`src/rtl/pfm_pkg.sv`:
```
package pfm_pkg;
  localparam int RES_W  = 24;
  localparam int WIN_W  = 16;
  localparam int BYTE_W = 8;
  localparam int LEN_W  = 16;

  typedef enum logic {
    MODE_PERIOD = 1'b0,
    MODE_WINDOW = 1'b1
  } meas_mode_e;
endpackage

```
`src/rtl/pfm_tick_gen.sv`:
```
module pfm_tick_gen #(
  parameter int DIV = 40
) (
  input  logic clk,
  input  logic rst_n,
  input  logic clr,
  output logic tick
);
  localparam int PW = (DIV > 1) ? $clog2(DIV) : 1;
  localparam logic [PW-1:0] LAST = PW'(DIV - 1);

  logic [PW-1:0] pre_q;

  assign tick = (pre_q == LAST);

  always_ff @(posedge clk or negedge rst_n) begin
    if (!rst_n)           pre_q <= '0;
    else if (clr || tick) pre_q <= '0;
    else                  pre_q <= pre_q + 1'b1;
  end

  // the prescaler never runs past its divide ratio
  p_pre_bound_r3: assert property (@(posedge clk) disable iff (!rst_n)
    pre_q <= LAST);
endmodule

```
`src/rtl/pfm_edge_det.sv`:
```
module pfm_edge_det (
  input  logic clk,
  input  logic rst_n,
  input  logic din,
  output logic rise
);
  logic s1_q, s2_q, d_q;

  always_ff @(posedge clk or negedge rst_n) begin
    if (!rst_n) begin
      s1_q <= 1'b0;
      s2_q <= 1'b0;
      d_q  <= 1'b0;
    end else begin
      s1_q <= din;
      s2_q <= s1_q;
      d_q  <= s2_q;
    end
  end

  assign rise = s2_q & ~d_q;
endmodule

```
`src/rtl/pfm_period.sv`:
```
module pfm_period #(
  parameter int RES_W = 24,
  parameter int LIMIT = 16777215
) (
  input  logic             clk,
  input  logic             rst_n,
  input  logic             clr,
  input  logic             tick,
  input  logic             rise,
  output logic             pub,
  output logic [RES_W-1:0] res
);
  localparam logic [RES_W-1:0] LIM = RES_W'(LIMIT);

  logic             armed_q;
  logic [RES_W-1:0] cnt_q;
  logic             timeout;

  assign timeout = armed_q && !rise && tick && (cnt_q == LIM - 1'b1);

  always_comb begin
    pub = 1'b0;
    res = cnt_q;
    if (!clr && armed_q && rise) begin
      pub = 1'b1;
      res = tick ? cnt_q + 1'b1 : cnt_q;
    end else if (!clr && timeout) begin
      pub = 1'b1;
      res = LIM;
    end
  end

  always_ff @(posedge clk or negedge rst_n) begin
    if (!rst_n) begin
      armed_q <= 1'b0;
      cnt_q   <= '0;
    end else if (clr) begin
      armed_q <= 1'b0;
      cnt_q   <= '0;
    end else if (rise) begin
      armed_q <= 1'b1;
      cnt_q   <= '0;
    end else if (timeout) begin
      armed_q <= 1'b0;
      cnt_q   <= '0;
    end else if (armed_q && tick) begin
      cnt_q   <= cnt_q + 1'b1;
    end
  end

  // the running count stays below the saturation limit
  p_cnt_bound_r6: assert property (@(posedge clk) disable iff (!rst_n)
    cnt_q < LIM);
endmodule

```
`src/rtl/pfm_window.sv`:
```
module pfm_window #(
  parameter int CNT_W = 16,
  parameter int LEN_W = 16,
  parameter int TPM   = 5000
) (
  input  logic             clk,
  input  logic             rst_n,
  input  logic             clr,
  input  logic             tick,
  input  logic             rise,
  input  logic [LEN_W-1:0] win_len,
  output logic             pub,
  output logic [CNT_W-1:0] res
);
  localparam int MW = (TPM > 1) ? $clog2(TPM) : 1;
  localparam logic [MW-1:0] MS_LAST = MW'(TPM - 1);

  logic [MW-1:0]    mcnt_q;
  logic [LEN_W-1:0] wcnt_q, len_last;
  logic [CNT_W-1:0] ecnt_q;
  logic             ms_p, win_end, room;

  assign len_last = (win_len == '0) ? '0 : win_len - 1'b1;
  assign ms_p     = tick && (mcnt_q == MS_LAST);
  assign win_end  = ms_p && (wcnt_q >= len_last);
  assign room     = (ecnt_q != '1);
  assign pub      = win_end && !clr;
  assign res      = (rise && room) ? ecnt_q + 1'b1 : ecnt_q;

  always_ff @(posedge clk or negedge rst_n) begin
    if (!rst_n) begin
      mcnt_q <= '0;
      wcnt_q <= '0;
      ecnt_q <= '0;
    end else if (clr) begin
      mcnt_q <= '0;
      wcnt_q <= '0;
      ecnt_q <= '0;
    end else begin
      if (ms_p)      mcnt_q <= '0;
      else if (tick) mcnt_q <= mcnt_q + 1'b1;
      if (win_end)   wcnt_q <= '0;
      else if (ms_p) wcnt_q <= wcnt_q + 1'b1;
      if (win_end)           ecnt_q <= '0;
      else if (rise && room) ecnt_q <= ecnt_q + 1'b1;
    end
  end

  // the millisecond divider stays inside its range
  p_ms_bound_r7: assert property (@(posedge clk) disable iff (!rst_n)
    mcnt_q <= MS_LAST);
endmodule

```
`src/rtl/pfm_meter.sv`:
```
module pfm_meter
  import pfm_pkg::*;
#(
  parameter int TICK_DIV     = 40,
  parameter int TICKS_PER_MS = 5000,
  parameter int PER_LIMIT    = 16777215
) (
  input  logic              clk,
  input  logic              rst_n,
  input  logic              meas_en,
  input  logic              win_mode,
  input  logic [LEN_W-1:0]  win_len_ms,
  input  logic              enc_a,
  output logic [BYTE_W-1:0] data_b2,
  output logic [BYTE_W-1:0] data_b3,
  output logic [BYTE_W-1:0] data_b4,
  output logic              res_ready
);
  localparam int PAD_W = RES_W - WIN_W;

  meas_mode_e       mode_q;
  logic             clr, per_clr, win_clr, tick_clr;
  logic             rise, tick;
  logic             per_pub, win_pub;
  logic [RES_W-1:0] per_res, res_q;
  logic [WIN_W-1:0] win_res;
  logic             rdy_q;

  assign clr      = !meas_en || (meas_mode_e'(win_mode) != mode_q);
  assign per_clr  = clr || win_mode;
  assign win_clr  = clr || !win_mode;
  assign tick_clr = clr || (!win_mode && rise);

  pfm_edge_det u_edge (
    .clk(clk), .rst_n(rst_n), .din(enc_a), .rise(rise)
  );

  pfm_tick_gen #(.DIV(TICK_DIV)) u_tick (
    .clk(clk), .rst_n(rst_n), .clr(tick_clr), .tick(tick)
  );

  pfm_period #(.RES_W(RES_W), .LIMIT(PER_LIMIT)) u_period (
    .clk(clk), .rst_n(rst_n), .clr(per_clr), .tick(tick), .rise(rise),
    .pub(per_pub), .res(per_res)
  );

  pfm_window #(.CNT_W(WIN_W), .LEN_W(LEN_W), .TPM(TICKS_PER_MS)) u_window (
    .clk(clk), .rst_n(rst_n), .clr(win_clr), .tick(tick), .rise(rise),
    .win_len(win_len_ms), .pub(win_pub), .res(win_res)
  );

  always_ff @(posedge clk or negedge rst_n) begin
    if (!rst_n) begin
      mode_q <= MODE_PERIOD;
      res_q  <= '0;
      rdy_q  <= 1'b0;
    end else begin
      mode_q <= meas_mode_e'(win_mode);
      if (per_pub)      res_q <= per_res;
      else if (win_pub) res_q <= {win_res, {PAD_W{1'b0}}};
      if (clr)                     rdy_q <= 1'b0;
      else if (per_pub || win_pub) rdy_q <= 1'b1;
    end
  end

  assign data_b2   = res_q[BYTE_W-1:0];
  assign data_b3   = res_q[2*BYTE_W-1:BYTE_W];
  assign data_b4   = res_q[3*BYTE_W-1:2*BYTE_W];
  assign res_ready = rdy_q;

  // disabling drops the flag at the next edge
  p_rdy_drop_r8: assert property (@(posedge clk) disable iff (!rst_n)
    !meas_en |=> !res_ready);

  // a mode change while enabled restarts and clears the flag
  p_mode_restart_r9: assert property (@(posedge clk) disable iff (!rst_n)
    (meas_en && (meas_mode_e'(win_mode) != mode_q)) |=> !res_ready);

  // a fresh window result never carries data in byte 2
  p_win_b2_r7: assert property (@(posedge clk) disable iff (!rst_n)
    (res_ready && mode_q == MODE_WINDOW) |-> (data_b2 == '0));
endmodule

```
`config.mk`:
```
export PLATFORM = sky130hd
export DESIGN_NAME = pfm_meter
export DESIGN_NICKNAME = d
export VERILOG_FILES = /design/src/rtl/pfm_pkg.sv /design/src/rtl/pfm_tick_gen.sv /design/src/rtl/pfm_edge_det.sv /design/src/rtl/pfm_period.sv /design/src/rtl/pfm_window.sv /design/src/rtl/pfm_meter.sv
export SDC_FILE = /design/constraint.sdc
export NUM_CORES = 1
export LEC_CHECK = 0
export ABC_AREA = 0
export CAP_MARGIN = 15
export CORE_MARGIN = 4
export CORE_UTILIZATION = 55
export CTS_BUF_LIST = sky130_fd_sc_hd__clkbuf_2
export DETAILED_ROUTE_END_ITERATION = 7
export GPL_TIMING_DRIVEN = 0
export PLACE_DENSITY = 0.79
export SYNTH_ARGS = -nofsm -noshare
export SYNTH_HDL_FRONTEND = slang
export SYNTH_SLANG_ARGS = --single-unit
```
`constraint.sdc`:
```
create_clock -name clk -period 3.1 [get_ports clk]
set_input_delay 0.62 -clock clk [delete_from_list [all_inputs] [get_ports clk]]
set_output_delay 0.62 -clock clk [all_outputs]
set_load 0.01 [all_outputs]
```
==> metrics.txt <==
status finished with violations; failing checks setup timing; Sink Count roughly 110; pre-CTS setup slack -1790 ps; First-pass DRT Iterations 5; core footprint approximately 11000 µm²; Port Buffers 45; post-route antenna net violation count 0; Worst slew margin 0.355; Initial DRC Count between 600 and 700; CTS tree done; WP data required between 3000 and 4000 ps; largest area contributor in the netlist dfrtp_1; DRC viols 0; All-Layer GR Usage 0.257; Startpoint Class primary input; CTS Buffer Depth 2; layout cells sized above 1 0.150; CTS HTree Levels 3; unrepaired setup endpoints after global routing yes; worst-path fanout max 4; final net count 826; final WL ~17000 µm; Layout area overhead 21.4%; Post-synth EDFFs 0; fmax between 200 and 300 MHz; TritonCTS buffer count 9; largest net degree at the start of global routing roughly 70; critical path data arrival time between 4000 and 5000 ps; Initial Utilization 0.561; syn_nets roughly 750; wire per inst about 18 µm; synthesized flop and latch total 105; Async SR Flop Fraction 1.00; Die ar. roughly 13000 µm²; most common cell in the synthesized netlist dfrtp_1; Root Buffer clkbuf_2; I/O pin total between 40 and 50; initial antenna violation count 0; Synth area leaders dfrtp_1 (41%), xor2_1 (5.4%), nor2_1 (4.9%), ha_1 (4.7%), xnor2_1 (3.8%); Slew @ Worst Pin 962 ps; first-pass GRT wire length approximately 27000 µm; Min Clock Period, post-route 3500 ps; GPL Wtd Cong roughly 0.88; Tcrit/Tclk final 1.13; synth warn 0; vias ~5800; Pleak roughly 3.2 nW; final setup TNS -18810 ps; Max VDD drop roughly 0.33 mV; register area share after synthesis 0.412; die width roughly 120 µm; synth cell count leaders dfrtp_1 (105), nor2_1 (83), nand2_1 (62); Unique masters post-synth between 50 and 60; Worst setup EP type flip-flop; synthesized area per cell 9.08 µm²; Top FF cell, synth dfrtp_1; share of the synthesized area in the top cell type 0.412; Crit Path Class in -> reg; mapped cell area about 6400 µm²; number of global-route vias before repair ~5700; post-route cell area 7730 µm²; site row count 39; Vias/cell between 6 and 7; clock skew ~39 ps; Hold Path Class in -> reg; Worst-path clk slew 280 ps; setup ws final -405 ps; Cell Area, Placed 7110 µm²; grt ovf 0; die height around 120 µm; hpwl dp ~12000 µm; Cells after Synth around 700; Ant. Diodes 0; WHS 402 ps; Skew-Pair Late Insertion Delay 620 ps; # setup viols final 57; Pins Over Slew Limit 0; max-cap viol count 0; Final Hold Violating Endpoints 0; PD cells approximately 310 nW/µm²
## per-layer routing
layer,global-route usage,part of all wire
met5,0,0
met4,0.0804,0.018
met3,0.0475,0.060
met2,0.432,0.49
met1,0.340,0.43
## timing repair
item / 4_1_cts / 5_1_grt
endpoints found under the hold margin: 38 / 0
resized for setup: 65 / 29
endpoints found under the setup margin: 57 / 58
hold buffers: 1 / 0
pin swaps: 37 / 13
setup buffers: 14 / 4
gates cloned: 4 / 0
## area by class of cell
type / count / area, µm²
clock buffer: 9 / 45.0
buffer: 35 / 220
multi-input combinational: 555 / 3840
sequential: 105 / 2630
tap: 143 / 179
timing repair buffer: 68 / 679
fill: 854 / 3630
clock inverter: 7 / 116
inverter: 7 / 26.3
## per-stage QoR
step	utilization	instances	power, mW
finish	0.680	929	2.42
global route	0.680	929	2.52
CTS	0.670	926	2.43
detailed placement	0.625	891	1.59
global placement	0.623	890	1.58
floorplan	-	702	1.49
## worst max-delay path, stage by stage
cell             delay [ps]
clkdlybuf4s50_1         510
nand2b_4                210
nor4_4                  360
nand2b_1                130
or3_1                   350
nor3_1                  180
a21oi_1                 100
ha_1                    320
nand4_1                 120
nor2_1                  160
a211oi_2                 90
buf_4                   160
o21ai_4                 180
buf_6                   140
buf_4                   100
mux2_2                  320
## power breakdown
part / leakage [nW] / internal (mW) / switching, mW / total [mW]
combinational: 1.66 / 0.0952 / 0.122 / 0.217
sequential: 1.46 / 1.39 / 0.00883 / 1.39
clock: 0.0923 / 0.347 / 0.467 / 0.813
total: 3.21 / 1.83 / 0.597 / 2.42
## logic make-up (layout without fill, tap and decap cells)
group / Yosys count / count (layout) / share of synthesized area
AO/OA/AOI/OAI: 141 / 141 / 0.143
multiplexers: 19 / 19 / 0.0379
XOR/XNOR: 67 / 67 / 0.0921
flip-flops: 105 / 105 / 0.412
adder cells (fa/ha/maj): 24 / 24 / 0.0471
buffers and inverters: 42 / 126 / 0.0285
AND/OR/NAND/NOR: 304 / 304 / 0.239
## registers in the layout, summed over array words and instances (netlist names)
register and count:
res_q 24, u_period.cnt_q 24, u_window.ecnt_q 16, u_edge.s1_q 1, mode_q 1, u_period.armed_q 1
u_edge.d_q 1, u_edge.s2_q 1, u_window.mcnt_q 13, u_tick.pre_q 6, u_window.wcnt_q 16, res_ready 1
## worst paths after layout
| path | to | slack [ps] | from | depth (start not counted) |
|---|---|---|---|---|
| worst max-delay path | res_q[9] | -400 | win_len_ms[2] | 16 |
| worst min-delay path | u_edge.s1_q | 400 | enc_a | 1 |
| worst max register to register | u_period.cnt_q[0] | 210 | u_edge.s2_q | 7 |
| worst min register to register | u_edge.s2_q | 400 | u_edge.s1_q | 0 |
| max in group asynchronous | u_window.wcnt_q[7] | 1890 | rst_n | 3 |
| min in group asynchronous | u_window.mcnt_q[9] | 470 | rst_n | 2 |
## cells in the final DEF, fill, tap and decap left out, types with 7 or more instances in the layout
| cell | count |
|---|---|
| a21oi_1 | 23 |
| a22oi_1 | 21 |
| a31oi_1 | 9 |
| and3_1 | 15 |
| buf_2 | 7 |
| buf_4 | 16 |
| clkbuf_1 | 23 |
| clkbuf_2 | 9 |
| clkdlybuf4s50_1 | 38 |
| dfrtp_1 | 105 |
| ha_1 | 20 |
| mux2_4 | 9 |
| nand2_1 | 58 |
| nand3_1 | 42 |
| nand4_1 | 22 |
| nor2_1 | 74 |
| nor3_1 | 18 |
| nor4_1 | 8 |
| o21ai_0 | 36 |
| o21ai_1 | 7 |
| o31ai_1 | 12 |
| xnor2_1 | 28 |
| xor2_1 | 37 |
Power figures use the tool's default switching activity.
